===== src/rtl/vic_pkg.sv =====
package vic_pkg;
  localparam int unsigned LINES = 8;
  localparam int unsigned IDX_W = $clog2(LINES);
  typedef logic [LINES-1:0] line_vec_t;
  typedef logic [IDX_W-1:0] line_idx_t;
endpackage


===== src/rtl/vic_pend.sv =====
// Rising-edge capture of request lines into a sticky pending register.
module vic_pend
  import vic_pkg::*;
(
  input  logic      clk,
  input  logic      rst_n,
  input  line_vec_t req,
  input  line_vec_t take,
  output line_vec_t pend
);
  line_vec_t req_q;
  line_vec_t rise;

  assign rise = req & ~req_q;

  always_ff @(posedge clk) begin
    if (!rst_n) begin
      req_q <= '0;
      pend  <= '0;
    end else begin
      req_q <= req;
      // a fresh edge wins over a grant of the same line
      pend  <= (pend & ~take) | rise;
    end
  end
endmodule


===== src/rtl/vic_pick.sv =====
// Fixed-priority picker: lowest set index wins.
module vic_pick
  import vic_pkg::*;
(
  input  line_vec_t bits,
  output logic      hit,
  output line_idx_t idx
);
  always_comb begin
    hit = 1'b0;
    idx = '0;
    for (int i = LINES - 1; i >= 0; i--) begin
      if (bits[i]) begin
        hit = 1'b1;
        idx = line_idx_t'(i);
      end
    end
  end
endmodule


===== src/rtl/vic_isr.sv =====
// In-service register: set by grant, cleared by end-of-interrupt.
module vic_isr
  import vic_pkg::*;
(
  input  logic      clk,
  input  logic      rst_n,
  input  line_vec_t set_m,
  input  line_vec_t clr_m,
  output line_vec_t isr
);
  always_ff @(posedge clk) begin
    if (!rst_n) isr <= '0;
    else        isr <= (isr & ~clr_m) | set_m;
  end
endmodule


===== src/rtl/vic_prio.sv =====
module vic_prio
  import vic_pkg::*;
#(
  parameter int unsigned VEC_W     = 8,
  parameter bit          CASC_EN   = 1'b1,
  parameter int unsigned CASC_LINE = 2
) (
  input  logic                   clk,
  input  logic                   rst_n,
  input  logic [LINES-1:0]       irq_req,
  input  logic [VEC_W-IDX_W-1:0] vec_base,
  output logic                   intr,
  input  logic                   inta,
  input  logic                   eoi,
  input  logic [IDX_W-1:0]       eoi_line,
  output logic                   vec_valid,
  output logic [VEC_W-1:0]       vec_data,
  output logic                   casc_ack
);
  line_vec_t pend, isr, take, eoi_m;
  logic      pend_hit, isr_hit, outranks, grant, is_casc;
  line_idx_t pend_idx, isr_idx;

  vic_pend u_pend (.clk(clk), .rst_n(rst_n), .req(irq_req), .take(take), .pend(pend));
  vic_pick u_pick_p (.bits(pend), .hit(pend_hit), .idx(pend_idx));
  vic_pick u_pick_s (.bits(isr), .hit(isr_hit), .idx(isr_idx));
  vic_isr  u_isr (.clk(clk), .rst_n(rst_n), .set_m(take), .clr_m(eoi_m), .isr(isr));

  assign outranks = pend_hit && (!isr_hit || (pend_idx < isr_idx));
  assign intr     = outranks;
  assign grant    = inta && outranks;

  for (genvar g = 0; g < LINES; g++) begin : g_line
    assign take[g]  = grant && (pend_idx == line_idx_t'(g));
    assign eoi_m[g] = eoi && (eoi_line == line_idx_t'(g));
  end

  if (CASC_EN) begin : g_casc
    assign is_casc = (pend_idx == line_idx_t'(CASC_LINE));
  end else begin : g_nocasc
    assign is_casc = 1'b0;
  end

  always_ff @(posedge clk) begin
    if (!rst_n) begin
      vec_valid <= 1'b0;
      casc_ack  <= 1'b0;
      vec_data  <= '0;
    end else begin
      vec_valid <= grant && !is_casc;
      casc_ack  <= grant && is_casc;
      if (grant && !is_casc) vec_data <= {vec_base, pend_idx};
    end
  end
endmodule


===== config.mk =====
export PLATFORM = sky130hd
export DESIGN_NAME = vic_prio
export DESIGN_NICKNAME = d
export VERILOG_FILES = /design/src/rtl/vic_pkg.sv /design/src/rtl/vic_pend.sv /design/src/rtl/vic_pick.sv /design/src/rtl/vic_isr.sv /design/src/rtl/vic_prio.sv
export SDC_FILE = /design/constraint.sdc
export NUM_CORES = 1
export LEC_CHECK = 0
export BUFFER_PORTS_ARGS = -buffer_cell sky130_fd_sc_hd__buf_2
export CORE_MARGIN = 5
export CORE_UTILIZATION = 45
export DETAILED_ROUTE_END_ITERATION = 10
export PLACE_DENSITY = 0.67
export SLEW_MARGIN = 30
export SYNTH_ARGS = -nofsm -noshare
export SYNTH_HDL_FRONTEND = slang
export SYNTH_SLANG_ARGS = --single-unit

===== constraint.sdc =====
create_clock -name clk -period 2.8 [get_ports clk]
set_input_delay 0.56 -clock clk [delete_from_list [all_inputs] [get_ports clk]]
set_output_delay 0.56 -clock clk [all_outputs]
set_load 0.01 [all_outputs]

# --- Word-level counts from Yosys, hierarchy flattened ---
# Index checks and enable logic that the tools add are counted.
# Widths: inputs -> output; s select.
word_totals:
  output_inout_bits: 11
  elab_cells: 85
  input_bits: 20
  reg_bits: 34
op_classes:
  order_cmp: 1
  eq_ne: 14
  n_bitwise: 8
  mux: 32
  reduce_logical: 24
op_table:
  columns: ["operator", "count"]
  rows:
  - ["$mux 3", 16]
  - ["$and 8x8->8", 3]
  - ["$eq 3x3->1 const B", 8]
  - ["$not 8->8", 3]
  - ["$logic_and 1x1->1", 19]
  - ["$mux 1", 16]
  - ["$or 8x8->8", 2]
  - ["$eq 3x2->1 const B", 4]
  - ["$eq 3x1->1 const B", 2]
  - ["$logic_not 3->1", 2]
  - ["$lt 3x3->1", 1]
  - ["$logic_not 1->1", 2]
  - ["$logic_or 1x1->1", 1]

# --- Logic depth before layout (Yosys ltp) ---
# Gate-level depths: netlist of the first run.
logic_depth:
  depth_word: 16
  mapped_depth: 9
  mapped_depth_nobuf: 9

# --- By module ---
# Synthesis of the first run repeated with hierarchy kept, for this count alone.
hier_totals:
  cells_unflattened: 176
  area_unflattened_um2: 1650.3
modules_own_cells:
  columns: ["module", "area_per_inst_um2", "seq_area_each_um2", "cells_each", "instances"]
  rows:
  - ["vic_prio", 603.1, 200.2, 76, 1]
  - ["vic_pend", 549.3, 320.3, 49, 1]
  - ["vic_isr", 337.8, 160.2, 25, 1]
  - ["vic_pick", 80.1, 0.0, 13, 2]

# --- Worst setup path before layout of the first run ---
# Ideal clock, no wire load.
synth_path:
  kind: "reg2reg"
  startpoint: "register u_pend.pend[0]"
  endpoint: "register vec_data[1]"
  setup_time_ps: 60
  arrival_time_ps: 2353
  synth_period_minus_slack_ps: 2413
  path_stages_with_launch: 10
  n_path_buf: 1
  setup_slack_ps: 387
  t_required_ps: 2740
  path_cell_list: "dfxtp_1 or2_1 buf_6 nor4_2 ha_1 a21oi_1 nand3_1 a31o_4 a21oi_4 o221a_1"
synth_via:
  elab_chain_len: 6
  word_cells_on_any_way: 9
  cone_classes: "order compare: 1; eq/ne: 1; mux: 2; reduce/logical: 5"
synth_lines:
  columns: ["element", "line_no", "rtl"]
  rows:
  - ["start: declaration", "vic_pend.sv:9", "output line_vec_t pend"]
  - ["start signal: assignment", "vic_pend.sv:23", "pend <= (pend & ~take) | rise;"]
  - ["$mux 3 *", "vic_pick.sv:13", "if (bits[i]) begin"]
  - ["named net pend_idx[2]", "vic_prio.sv:22", "line_idx_t pend_idx, isr_idx;"]
  - ["$lt 3x3->1", "vic_prio.sv:29", "assign outranks = pend_hit && (!isr_hit || (pend_idx < isr_idx));"]
  - ["$logic_or 1x1->1", "vic_prio.sv:29", null]
  - ["$logic_and 1x1->1", "vic_prio.sv:29", null]
  - ["$logic_and 1x1->1", "vic_prio.sv:31", "assign grant = inta && outranks;"]
  - ["$logic_and 1x1->1 *", "vic_prio.sv:52", "if (grant && !is_casc) vec_data <= {vec_base, pend_idx};"]
  - ["end signal: assignment", "vic_prio.sv:52", null]
  - ["end: declaration", "vic_prio.sv:17", "output logic [VEC_W-1:0] vec_data,"]
# Mark *: on every way through the listed nets, which the timed path passes. The rest lies on a longest branch.
# A chain may end at the register's enable or synchronous reset.

# --- Worst setup path after layout of the first run ---
layout_path:
  startpoint: "register u_pend.pend[2]"
  endpoint: "output intr"
layout_via:
  elab_chain_len: 6
  word_cells_on_any_way: 9
  cone_classes: "order compare: 1; mux: 6; reduce/logical: 2"
layout_lines:
  columns: ["element", "line_no", "rtl"]
  rows:
  - ["$mux 3 (3 in a row)", "vic_pick.sv:13", null]
  - ["named net pend_idx[1]", "vic_prio.sv:22", null]
  - ["$lt 3x3->1", "vic_prio.sv:29", null]
  - ["$logic_or 1x1->1", "vic_prio.sv:29", null]
  - ["$logic_and 1x1->1", "vic_prio.sv:29", null]
  - ["end: declaration", "vic_prio.sv:12", "output logic intr,"]
# The timed path passes the listed nets, and every way through them passes these cells.

==> flow_metrics.py, run 1 <==
metrics = {
    "power": {
        "finalPower_mw": 1.56,
        "ir_worst_vdd_v": 0.000568,
        "p_per_area_nw_per_um2": 841,
        "p_leak_nw": 0.753,
    },
    "finish": {
        "nNetsFinal": 231,
        "area_growth_pct": 18.6,
        "drive_gt1_share_pct": 24.3,
        "design_area_sq_um": 1850,
        "final_core_util_pct": 55.5,
        "antenna_cells": 0,
        "instances_no_fill": 256,
    },
    "setup_path": {
        "startpoint_type": "register",
        "crit_start": "u_pend.pend[2]$_SDFF_PN0_",
        "critPathArrivalTime_ns": 2.12,
        "r2r-end": "vec_data[5]$_SDFFE_PN0P_",
        "crit_required_ns": 2.24,
        "crit_type": "register to output port",
        "r2r_setup_slack_ns": 0.36,
        "timing.rr.start": "u_pend.pend[4]$_SDFF_PN0_",
        "worst-path-max-fanout": 6,
        "rr_worst_depth": 8,
        "cp-end-kind": "output port",
    },
    "run": {
        "maxCapViolations": 0,
    },
    "min_path": {
        "whs_endpoint": "u_pend.req_q[3]$_SDFF_PN0_",
        "hold_class": "input pin to register",
        "min_path_cells": 2,
        "hp-start": "irq_req[3]",
    },
    "cts": {
        "htree_levels": 2,
        "clock_latency_ns": 0.34,
        "clock-sinks": 34,
        "clk_path_buf_depth": 2,
        "cts-hold-fix-buffers": 0,
        "clk_pin_slew_worst_paths_ns": 0.10,
        "cts_tree": "done",
        "cts-resized-gates": 0,
        "post_cts_buffers": 0,
        "cts_root_buf": "clkbuf_4",
        "cts_buffers": 5,
    },
    "detailed_routing": {
        "vias": 1395,
        "firstDrtPassIters": 4,
        "drt-met1-wl_mm": 1.70,
        "post_drt_wl_per_cell_microns": 14.5,
        "routed_wl_mm": 3.72,
        "postRouteAntennaNets": 0,
        "highest_layer": "met4",
        "drt_iter0_drc": 82,
        "drc_errors": 0,
        "via_per_inst": 5.45,
        "routed-wl-met2_mm": 1.71,
        "wl_met3_microns": 229,
    },
    "status": {
        "status": "finished, final reports clean",
    },
    "yosys": {
        "synth-seq-cells": 34,
        "seq_area_frac_synth_pct": 43.6,
        "synth.distinct_cells": 42,
        "synth_edf_count": 0,
        "synth_ff_type": "dfxtp_1",
        "postSynthCellCount": 175,
        "synth_nets": 197,
        "synth_area_leaders": "dfxtp_1 (44%), nand2_1 (5.3%), a21oi_1 (4.2%)",
        "yosysTopAreaCellShare_pct": 43.6,
        "synth_largest_area_cell": "dfxtp_1",
        "syn_avg_cell_area_sq_um": 8.92,
        "syn_area_sq_um": 1560,
        "ys_warn_count": 0,
        "synthArstFlopShare_pct": 0,
    },
    "timing": {
        "setup_ws_ns": 0.123,
        "hold_viol": 0,
        "finalCritPeriodShare_pct": 95.6,
        "max-slew-margin-rel_pct": 57.6,
        "finClkSkew_ns": 0.00478,
        "fmax_ghz": 0.373,
        "fin_crit_ns": 2.68,
        "worstMarginPinSlew_ns": 0.629,
        "grt_setup_unrepaired": "no",
        "tns_ns": 0,
        "worst_hold_slack_ns": 0.425,
        "maxSlewViolCount": 0,
        "setup_viol": 0,
    },
    "floorplanning": {
        "dieArea_sq_um": 4750,
        "start_util_pct": 46.8,
        "io_pins": 31,
        "die_w_microns": 68.9,
        "row_count": 21,
        "core_sq_um": 3340,
        "fp.dieH_microns": 68.9,
    },
    "global_route": {
        "grt_max_degree": 37,
        "grt.overflow.total": 0,
        "globalRouteTotalUtil_pct": 18.1,
        "antenna_found_initial": 0,
        "grt_pass1_wl_mm": 6.22,
        "grt_pass1_vias": 1404,
    },
    "placed_design": {
        "routabilityCongestion": 0.955,
        "numPortBuffers": 30,
        "dp_cells": 248,
        "postPlaceCellArea_sq_um": 1760,
        "pre_cts_ws_ns": 0.288,
        "place_hpwl_mm": 2.82,
    },
}
## cells by family (layout without fill, tap and decap cells)
kind of cell,after synthesis,count (layout),share of synthesized area [%]
and+or+nand+nor,67,67,22.0
buffers and inverters,14,49,3.85
AOI/OAI and AO/OA,53,53,25.7
muxes,5,5,3.21
DFF,34,34,43.6
adders and majority gates,2,2,1.60
## state kept, by name (all words and copies together) (netlist names)
register,count
vec_valid,1
u_pend.req_q,8
u_pend.pend,8
u_isr.isr,8
casc_ack,1
vec_data,8
## per-layer routing
| metal | up-vias | global-route usage [%] |
|---|---|---|
| met1 | 648 | 21.8 |
| met2 | 35 | 28.8 |
| met4 | 0 | 8.76 |
| met3 | 8 | 5.83 |
| met5 | - | 0 |
| li1 | 704 | - |
## cell usage after synthesis, types with 2 or more instances
master / count
ha_1: 2
a211oi_1: 3
nor4_2: 2
inv_1: 8
o21a_1: 6
a32o_1: 3
o22ai_1: 2
clkbuf_1: 4
a21oi_1: 13
dfxtp_1: 34
o311ai_0: 2
mux2i_1: 5
nor2b_1: 5
nand3_1: 5
nor3_1: 4
nor2_1: 12
nand2_1: 22
o21ai_0: 5
and2_1: 7
nand2b_1: 4
o211ai_1: 4
o41ai_1: 3
## final cells by class
| type | count | area, sq um |
|---|---|---|
| multi-input cells | 127 | 835 |
| flip-flops and latches | 34 | 681 |
| well taps | 46 | 57.6 |
| clock buffers | 6 | 41.3 |
| inverters | 9 | 33.8 |
| repair buffers | 32 | 165 |
| clock inverters | 2 | 37.5 |
| fillers | 326 | 1490 |
## power breakdown
group / leakage (nW) / switching, mW / internal (mW) / total [mW]
clock network: 0.0385 / 0.166 / 0.188 / 0.354
logic: 0.434 / 0.340 / 0.242 / 0.582
registers: 0.281 / 0.0594 / 0.561 / 0.620
## cells in the final DEF (no fill, tap or decap), types with 3 or more instances in the layout
cell | netlist | final
dfxtp_1 | 34 | 34
buf_2 | 0 | 30
nand2_1 | 22 | 22
nor2_1 | 12 | 12
a21oi_1 | 13 | 12
inv_1 | 8 | 8
and2_1 | 7 | 7
o21a_1 | 6 | 6
nor2b_1 | 5 | 5
nand3_1 | 5 | 5
mux2i_1 | 5 | 5
clkbuf_4 | 0 | 5
nor3_1 | 4 | 4
nand2b_1 | 4 | 4
o211ai_1 | 4 | 4
o21ai_0 | 5 | 4
a211oi_1 | 3 | 3
a32o_1 | 3 | 3
o41ai_1 | 3 | 3
## worst max-delay path, cell delays in order, from the launching register on
cell,delay [ns]
dfxtp_1,0.40
nor2_1,0.30
a21oi_2,0.12
ha_1,0.36
a21o_1,0.18
a21oi_1,0.16
o21a_1,0.13
buf_2,0.12
## worst max-delay path by stage
stage / end / slack, ns
3_3_place_gp: vec_data[1]$_SDFFE_PN0P_ / 0.38
6_report: intr / 0.12
3_5_place_dp: vec_data[5]$_SDFFE_PN0P_ / 0.29
4_1_cts: intr / 0.05
2_1_floorplan: vec_data[1]$_SDFFE_PN0P_ / 0.39
5_1_grt: intr / 0.03
(Power assumes the default switching activity.)
==> run 2: changes to the inputs <==
--- a/config.mk
+++ b/config.mk
@@ -5,6 +5,7 @@
 export SDC_FILE = /design/constraint.sdc
 export NUM_CORES = 1
 export LEC_CHECK = 0
+export ABC_AREA = 1
 export BUFFER_PORTS_ARGS = -buffer_cell sky130_fd_sc_hd__buf_2
 export CORE_MARGIN = 5
 export CORE_UTILIZATION = 45
==> run 2 against run 1 <==
Combinational power shrank 28%. Design area grew 1.8%. Via count shrank 0.50%. Critical endpoint unchanged. Flip-flop and latch count is the same. Synthesized area grew 1.9%. Sequential power shrank 5.8%. Clock skew grew 0.0047 ns. Hold slack lost 0.020 ns. Sequential share of layout area shrank 0.37 points. Critical path depth grew 3. Largest power group unchanged. Synthesized cell count grew 26%. Highest routed layer unchanged.
==> flow_metrics.py, run 2 <==
metrics = {
    "timing": {
        "maxSlewViolCount": 0,
        "setup_ws_ns": 0.196,
        "worstMarginPinSlew_ns": 0.397,
        "fin_crit_ns": 2.60,
        "finalCritPeriodShare_pct": 93.0,
        "hold_viol": 0,
        "setup_viol": 0,
        "max-slew-margin-rel_pct": 73.5,
        "grt_setup_unrepaired": "no",
        "fmax_ghz": 0.384,
        "finClkSkew_ns": 0.00951,
        "tns_ns": 0,
    },
    "min_path": {
        "hold_class": "input pin to register",
        "whs_endpoint": "u_pend.req_q[7]$_SDFF_PN0_",
        "min_path_cells": 3,
        "hp-start": "irq_req[7]",
    },
    "power": {
        "p_leak_nw": 0.980,
        "p_per_area_nw_per_um2": 678,
        "ir_worst_vdd_v": 0.000371,
    },
    "finish": {
        "instances_no_fill": 303,
        "final_core_util_pct": 55.6,
        "drive_gt1_share_pct": 27.6,
        "area_growth_pct": 18.4,
        "antenna_cells": 0,
        "final_common_cell": "nand2_1",
        "final_cell_mix": "nand2_1 (50), inv_1 (35), dfxtp_1 (30), buf_2 (30), nor2_1 (24)",
        "nNetsFinal": 278,
    },
    "detailed_routing": {
        "routed_wl_mm": 3.05,
        "drt_iter0_drc": 55,
        "vias": 1388,
        "post_drt_wl_per_cell_microns": 10.1,
        "postRouteAntennaNets": 0,
        "via_per_inst": 4.58,
        "drc_errors": 0,
        "firstDrtPassIters": 4,
    },
    "floorplanning": {
        "io_pins": 31,
        "fp.dieH_microns": 69.4,
        "die_w_microns": 69.4,
        "dieArea_sq_um": 4820,
        "row_count": 21,
        "core_sq_um": 3390,
        "start_util_pct": 46.9,
    },
    "status": {
        "status": "finished, final reports clean",
    },
    "cts": {
        "cts_buffers": 5,
        "clk_pin_slew_worst_paths_ns": 0.10,
        "cts_root_buf": "clkbuf_4",
        "clock_latency_ns": 0.34,
        "cts_tree": "done",
        "clock-sinks": 34,
        "htree_levels": 2,
        "cts-hold-fix-buffers": 0,
        "clk_path_buf_depth": 2,
    },
    "yosys": {
        "synth.distinct_cells": 27,
        "syn_avg_cell_area_sq_um": 7.20,
        "synth-seq-cells": 34,
        "netlist_top_cells_count": "nand2_1 (51), inv_1 (36), dfxtp_1 (34)",
        "synthArstFlopShare_pct": 0,
        "synth_ff_type": "dfxtp_1",
        "synth_most_common_cell": "nand2_1",
        "synth_nets": 243,
        "postSynthCellCount": 221,
        "ys_warn_count": 0,
        "syn_area_sq_um": 1590,
        "yosysTopAreaCellShare_pct": 42.8,
        "synth_area_leaders": "dfxtp_1 (43%), nand2_1 (12%), inv_1 (8.5%)",
        "synth_edf_count": 0,
        "seq_area_frac_synth_pct": 42.8,
        "synth_largest_area_cell": "dfxtp_1",
    },
    "setup_path": {
        "rr_worst_depth": 13,
        "critPathArrivalTime_ns": 2.04,
        "cpMaxStageDelayCell": "dfxtp_2",
        "timing.rr.start": "u_pend.pend[4]$_SDFF_PN0_",
        "worst-path-max-fanout": 5,
        "startpoint_type": "register",
        "r2r-end": "u_pend.pend[5]$_SDFF_PN0_",
        "crit_type": "register to output port",
        "crit_required_ns": 2.24,
        "crit_chain": "nor3_2 > nor3_2 > nor3_4 > ha_1 > nand2_1 > inv_1 > nand2_1 > nand2_2 > a21boi_4 > buf_2",
        "r2r_setup_slack_ns": 0.69,
        "cp-end-kind": "output port",
        "critPathMaxStageDelay_ns": 0.35,
    },
    "global_route": {
        "grt_pass1_wl_mm": 5.33,
        "grt_max_degree": 24,
        "grt.overflow.total": 0,
        "antenna_found_initial": 0,
        "globalRouteTotalUtil_pct": 13.5,
        "grt_pass1_vias": 1280,
    },
    "placed_design": {
        "numPortBuffers": 30,
        "place_hpwl_mm": 2.35,
        "routabilityCongestion": 0.839,
        "dp_cells": 292,
        "pre_cts_ws_ns": 0.206,
    },
    "run": {
        "maxCapViolations": 0,
    },
}
-- run 2: changes by cell type after synthesis, moves of 4 or more --
cell | before | now
nor2b_1 | 5 | 0
nand2b_1 | 4 | 0
and2_1 | 7 | 0
mux2i_1 | 5 | 0
or2_2 | 0 | 8
nand2_2 | 0 | 4
o21a_1 | 6 | 0
inv_1 | 8 | 36
nand3_1 | 5 | 17
o211ai_1 | 4 | 0
nor2_1 | 12 | 25
nand2_1 | 22 | 51
-- run 2: where the power goes --
group | internal (mW) | switching, mW | leakage (nW)
clock network | 0.122 | 0.154 | 0.0353
logic | 0.169 | 0.248 | 0.663
registers | 0.542 | 0.0415 | 0.282
total | 0.833 | 0.443 | 0.980
-- run 2: cell families (layout without fill, tap and decap cells) --
logic type | after synthesis | in the layout | share of synthesized area, %
buffers and inverters | 43 | 79 | 10.7
AO/OA/AOI/OAI | 23 | 23 | 8.66
adder cells (fa/ha/maj) | 2 | 2 | 1.57
flip-flops | 34 | 34 | 42.8
AND/OR/NAND/NOR | 119 | 119 | 36.3
-- run 2: how the worst max path moves through the flow --
stage / from / end / slack, ns / cells after the start
3_5_place_dp: u_pend.pend[0]$_SDFF_PN0_ / intr / 0.21 / 8
5_1_grt: u_pend.pend[6]$_SDFF_PN0_ / intr / 0.002 / 11
2_1_floorplan: u_pend.pend[0]$_SDFF_PN0_ / intr / 0.54 / 7
4_1_cts: u_pend.pend[0]$_SDFF_PN0_ / intr / 0.05 / 8
6_report: u_pend.pend[4]$_SDFF_PN0_ / intr / 0.20 / 10
3_3_place_gp: u_pend.pend[0]$_SDFF_PN0_ / intr / 0.29 / 8
-- run 2: final cells by class --
class | instances | area (sq um)
Clock buffer | 7 | 55.1
Clock inverter | 1 | 5.00
Fill cell | 326 | 1510
Inverter | 38 | 143
Multi-Input combinational cell | 144 | 764
Sequential cell | 34 | 686
Tap cell | 46 | 57.6
Timing Repair Buffer | 33 | 173
-- run 2: critical path, delay by kind of cell (launching register included) --
kind / cells / cell delay, ns
simple gates: 6 / 0.74
flops: 1 / 0.35
compound gates: 1 / 0.14
buf+inv: 2 / 0.18
fa+ha+maj: 1 / 0.28
-- run 2: routing by layer --
layer  global-route usage [%]  vias to the layer above  wire, microns
met2                     22.2                       27           1410
met4                     5.21                        0             53
met5                        0                        -              0
met1                     16.1                      596           1440
li1                         -                      759              -
met3                     4.49                        6            149
-- run 2: repair_timing --
action / in CTS / in global routing
buffers inserted: 2 / 1
gates cloned: 0 / 0
pin swaps: 2 / 3
endpoints found under the setup margin: 1 / 1
gates resized for setup: 0 / 10
-- run 2: through the flow --
| stage | hold slack (ns) | power [mW] | cell area, sq um |
|---|---|---|---|
| after global placement | 0.418 | 0.979 | 1770 |
| after global routing | 0.419 | 1.38 | 1880 |
| after CTS | 0.399 | 1.27 | 1850 |
| after floorplan | 0.408 | 0.893 | 1590 |
| after detailed placement | 0.423 | 0.986 | 1770 |
| final | 0.405 | 1.28 | 1880 |
==> run 3: changes to the inputs <==
--- a/config.mk
+++ b/config.mk
@@ -5,8 +5,7 @@
 export SDC_FILE = /design/constraint.sdc
 export NUM_CORES = 1
 export LEC_CHECK = 0
-export ABC_AREA = 1
-export BUFFER_PORTS_ARGS = -buffer_cell sky130_fd_sc_hd__buf_2
+export BUFFER_PORTS_ARGS = -buffer_cell sky130_fd_sc_hd__buf_4
 export CORE_MARGIN = 5
 export CORE_UTILIZATION = 45
 export DETAILED_ROUTE_END_ITERATION = 10
==> run 3 against run 2 <==
Flip-flop and latch count did not move. Critical endpoint unchanged. Cell count shrank 16%. Clock-buffer cell count decreased by 2. Non-clock buffer count decreased by 1. Utilization is 1.0 points higher. Via count is 0.72% higher. Highest routed layer unchanged.
==> flow_metrics.py, run 3 (synthesis gave the netlist of run 1 again) <==
metrics = {
    "status": {
        "status": "finished, final reports clean",
    },
    "setup_path": {
        "r2r_setup_slack_ns": 0.25,
        "crit_type": "register to output port",
        "cp-end-kind": "output port",
        "cpMaxStageDelayCell": "dfxtp_1",
        "path_common_cell": "a21oi_1",
        "crit_family": "compound AO/OA/AOI/OAI gates",
        "crit_chain": "or2_1 > a21oi_1 > ha_1 > a21o_1 > a21oi_1 > o21a_1 > buf_4",
        "crit_required_ns": 2.24,
        "rr_worst_depth": 8,
        "crit_buf_inv": 1,
        "timing.rr.start": "u_pend.pend[1]$_SDFF_PN0_",
        "worst-path-max-fanout": 7,
        "critPathMaxStageDelay_ns": 0.35,
        "startpoint_type": "register",
        "critPathArrivalTime_ns": 2.13,
        "r2r-end": "u_pend.pend[4]$_SDFF_PN0_",
    },
    "cts": {
        "cts_root_buf": "clkbuf_4",
        "post_cts_buffers": 0,
        "clock_latency_ns": 0.35,
        "cts-hold-fix-buffers": 0,
        "clk_path_buf_depth": 2,
        "clk_pin_slew_worst_paths_ns": 0.10,
        "cts_buffers": 5,
        "htree_levels": 2,
        "cts_tree": "done",
        "clock-sinks": 34,
    },
    "finish": {
        "multi_input_area_sq_um": 828,
        "area_growth_pct": 21.0,
        "nNetsFinal": 231,
        "drive_gt1_share_pct": 23.4,
        "antenna_cells": 0,
        "final_cell_mix": "dfxtp_1 (34), buf_4 (32), nand2_1 (22), a21oi_1 (13), nor2_1 (12)",
        "fillers": 315,
        "final_common_cell": "dfxtp_1",
        "regArea_sq_um": 681,
    },
    "global_route": {
        "grt_max_degree": 37,
        "antenna_found_initial": 0,
        "grt_pass1_wl_mm": 6.40,
        "grt_pass1_vias": 1375,
        "globalRouteTotalUtil_pct": 18.6,
        "grt.overflow.total": 0,
    },
    "detailed_routing": {
        "post_drt_wl_per_cell_microns": 14.7,
        "postRouteAntennaNets": 0,
        "drt_iter0_drc": 107,
        "drc_errors": 0,
        "via_per_inst": 5.48,
        "firstDrtPassIters": 4,
        "routed_wl_mm": 3.75,
        "vias": 1398,
    },
    "timing": {
        "tns_ns": 0,
        "fin_crit_ns": 2.69,
        "finalCritPeriodShare_pct": 96.0,
        "grt_setup_unrepaired": "no",
        "setup_viol": 0,
        "fmax_ghz": 0.372,
        "worstMarginPinSlew_ns": 0.530,
        "finClkSkew_ns": 0.00918,
        "hold_viol": 0,
        "maxSlewViolCount": 0,
        "max-slew-margin-rel_pct": 64.3,
    },
    "floorplanning": {
        "dieArea_sq_um": 4750,
        "start_util_pct": 46.8,
        "fp.dieH_microns": 68.9,
        "row_count": 21,
        "io_pins": 31,
        "die_w_microns": 68.9,
        "core_sq_um": 3340,
    },
    "placed_design": {
        "numPortBuffers": 30,
        "routabilityCongestion": 0.988,
        "place_hpwl_mm": 2.86,
    },
    "power": {
        "finalPower_mw": 1.49,
        "p_per_area_nw_per_um2": 787,
        "ir_worst_vdd_v": 0.000400,
        "p_leak_nw": 0.763,
    },
    "min_path": {
        "min_path_cells": 2,
        "whs_endpoint": "u_pend.req_q[3]$_SDFF_PN0_",
        "hold_class": "input pin to register",
        "hp-start": "irq_req[3]",
    },
    "run": {
        "maxCapViolations": 0,
    },
}
==> run 3: cell count changes in the layout (fill, tap and decap cells not counted), sizes merged, moves of 4 or more <==
cell	delta
and2	+7
inv	-29
mux2i	+5
nand2	-34
nand2b	+4
nand3	-13
nand4	-4
nor2	-12
nor2b	+5
o211ai	+4
o21a	+6
or2	-7
==> run 3: final cells by class <==
class                      instances  area share [%]
timing repair buffer              32            12.7
inverter                           9            1.79
clock inverter                     2           0.530
sequential                        34            36.1
multi-input combinational        127            43.9
tap                               46            3.05
clock buffer                       5            1.99
==> run 3: through the flow <==
stage | utilization (%) | setup slack (ns) | cell area [sq um] | hold WS, ns | std cells
6_report | 56.6 | 0.111 | 1890 | 0.420 | 255
2_1_floorplan | - | 0.387 | 1560 | 0.408 | 175
3_5_place_dp | 54.9 | 0.194 | 1830 | 0.419 | 248
4_1_cts | 56.3 | 0.0510 | 1880 | 0.406 | 255
5_1_grt | 56.6 | 0.0233 | 1890 | 0.418 | 255
3_3_place_gp | 54.9 | 0.333 | 1830 | 0.414 | 248
==> run 3: power by group <==
group          total (mW)  switching (mW)  internal [mW]
Clock               0.256           0.166         0.0901
Sequential          0.620          0.0586          0.561
Combinational       0.610           0.340          0.270
==> run 3: per-layer routing <==
layer	up-vias	routed length [microns]	track usage [%]
li1	700	-	-
met1	642	1720	23.4
met2	46	1710	28.5
met3	10	221	6.65
met4	0	92	8.27
met5	-	0	0
==> run 3: worst reg2reg max path, cell delays in order (launching register included) <==
cell,delay (ns)
dfxtp_1,0.35
or2_1,0.32
nor4_4,0.34
ha_1,0.35
a21oi_1,0.17
nand3_1,0.14
a31oi_2,0.29
o211ai_1,0.19
a32o_1,0.30
==> run 3: worst max-delay path by stage <==
stage                         startpoint                         to  slack, ns  cells after the start
5_1_grt          u_isr.isr[6]$_SDFF_PN0_                       intr       0.02                      8
6_report       u_pend.pend[1]$_SDFF_PN0_                       intr       0.11                      7
3_5_place_dp   u_pend.pend[1]$_SDFF_PN0_  u_pend.pend[4]$_SDFF_PN0_       0.19                      8
3_3_place_gp   u_pend.pend[1]$_SDFF_PN0_   vec_data[1]$_SDFFE_PN0P_       0.33                      8
4_1_cts        u_pend.pend[1]$_SDFF_PN0_                       intr       0.05                      6
2_1_floorplan  u_pend.pend[0]$_SDFF_PN0_   vec_data[1]$_SDFFE_PN0P_       0.39                      9
==> run 3: repair_timing <==
item / in CTS / in global routing
resized for setup: 0 / 1
endpoints found under the hold margin: 0 / 0
endpoints found under the setup margin: 0 / 8
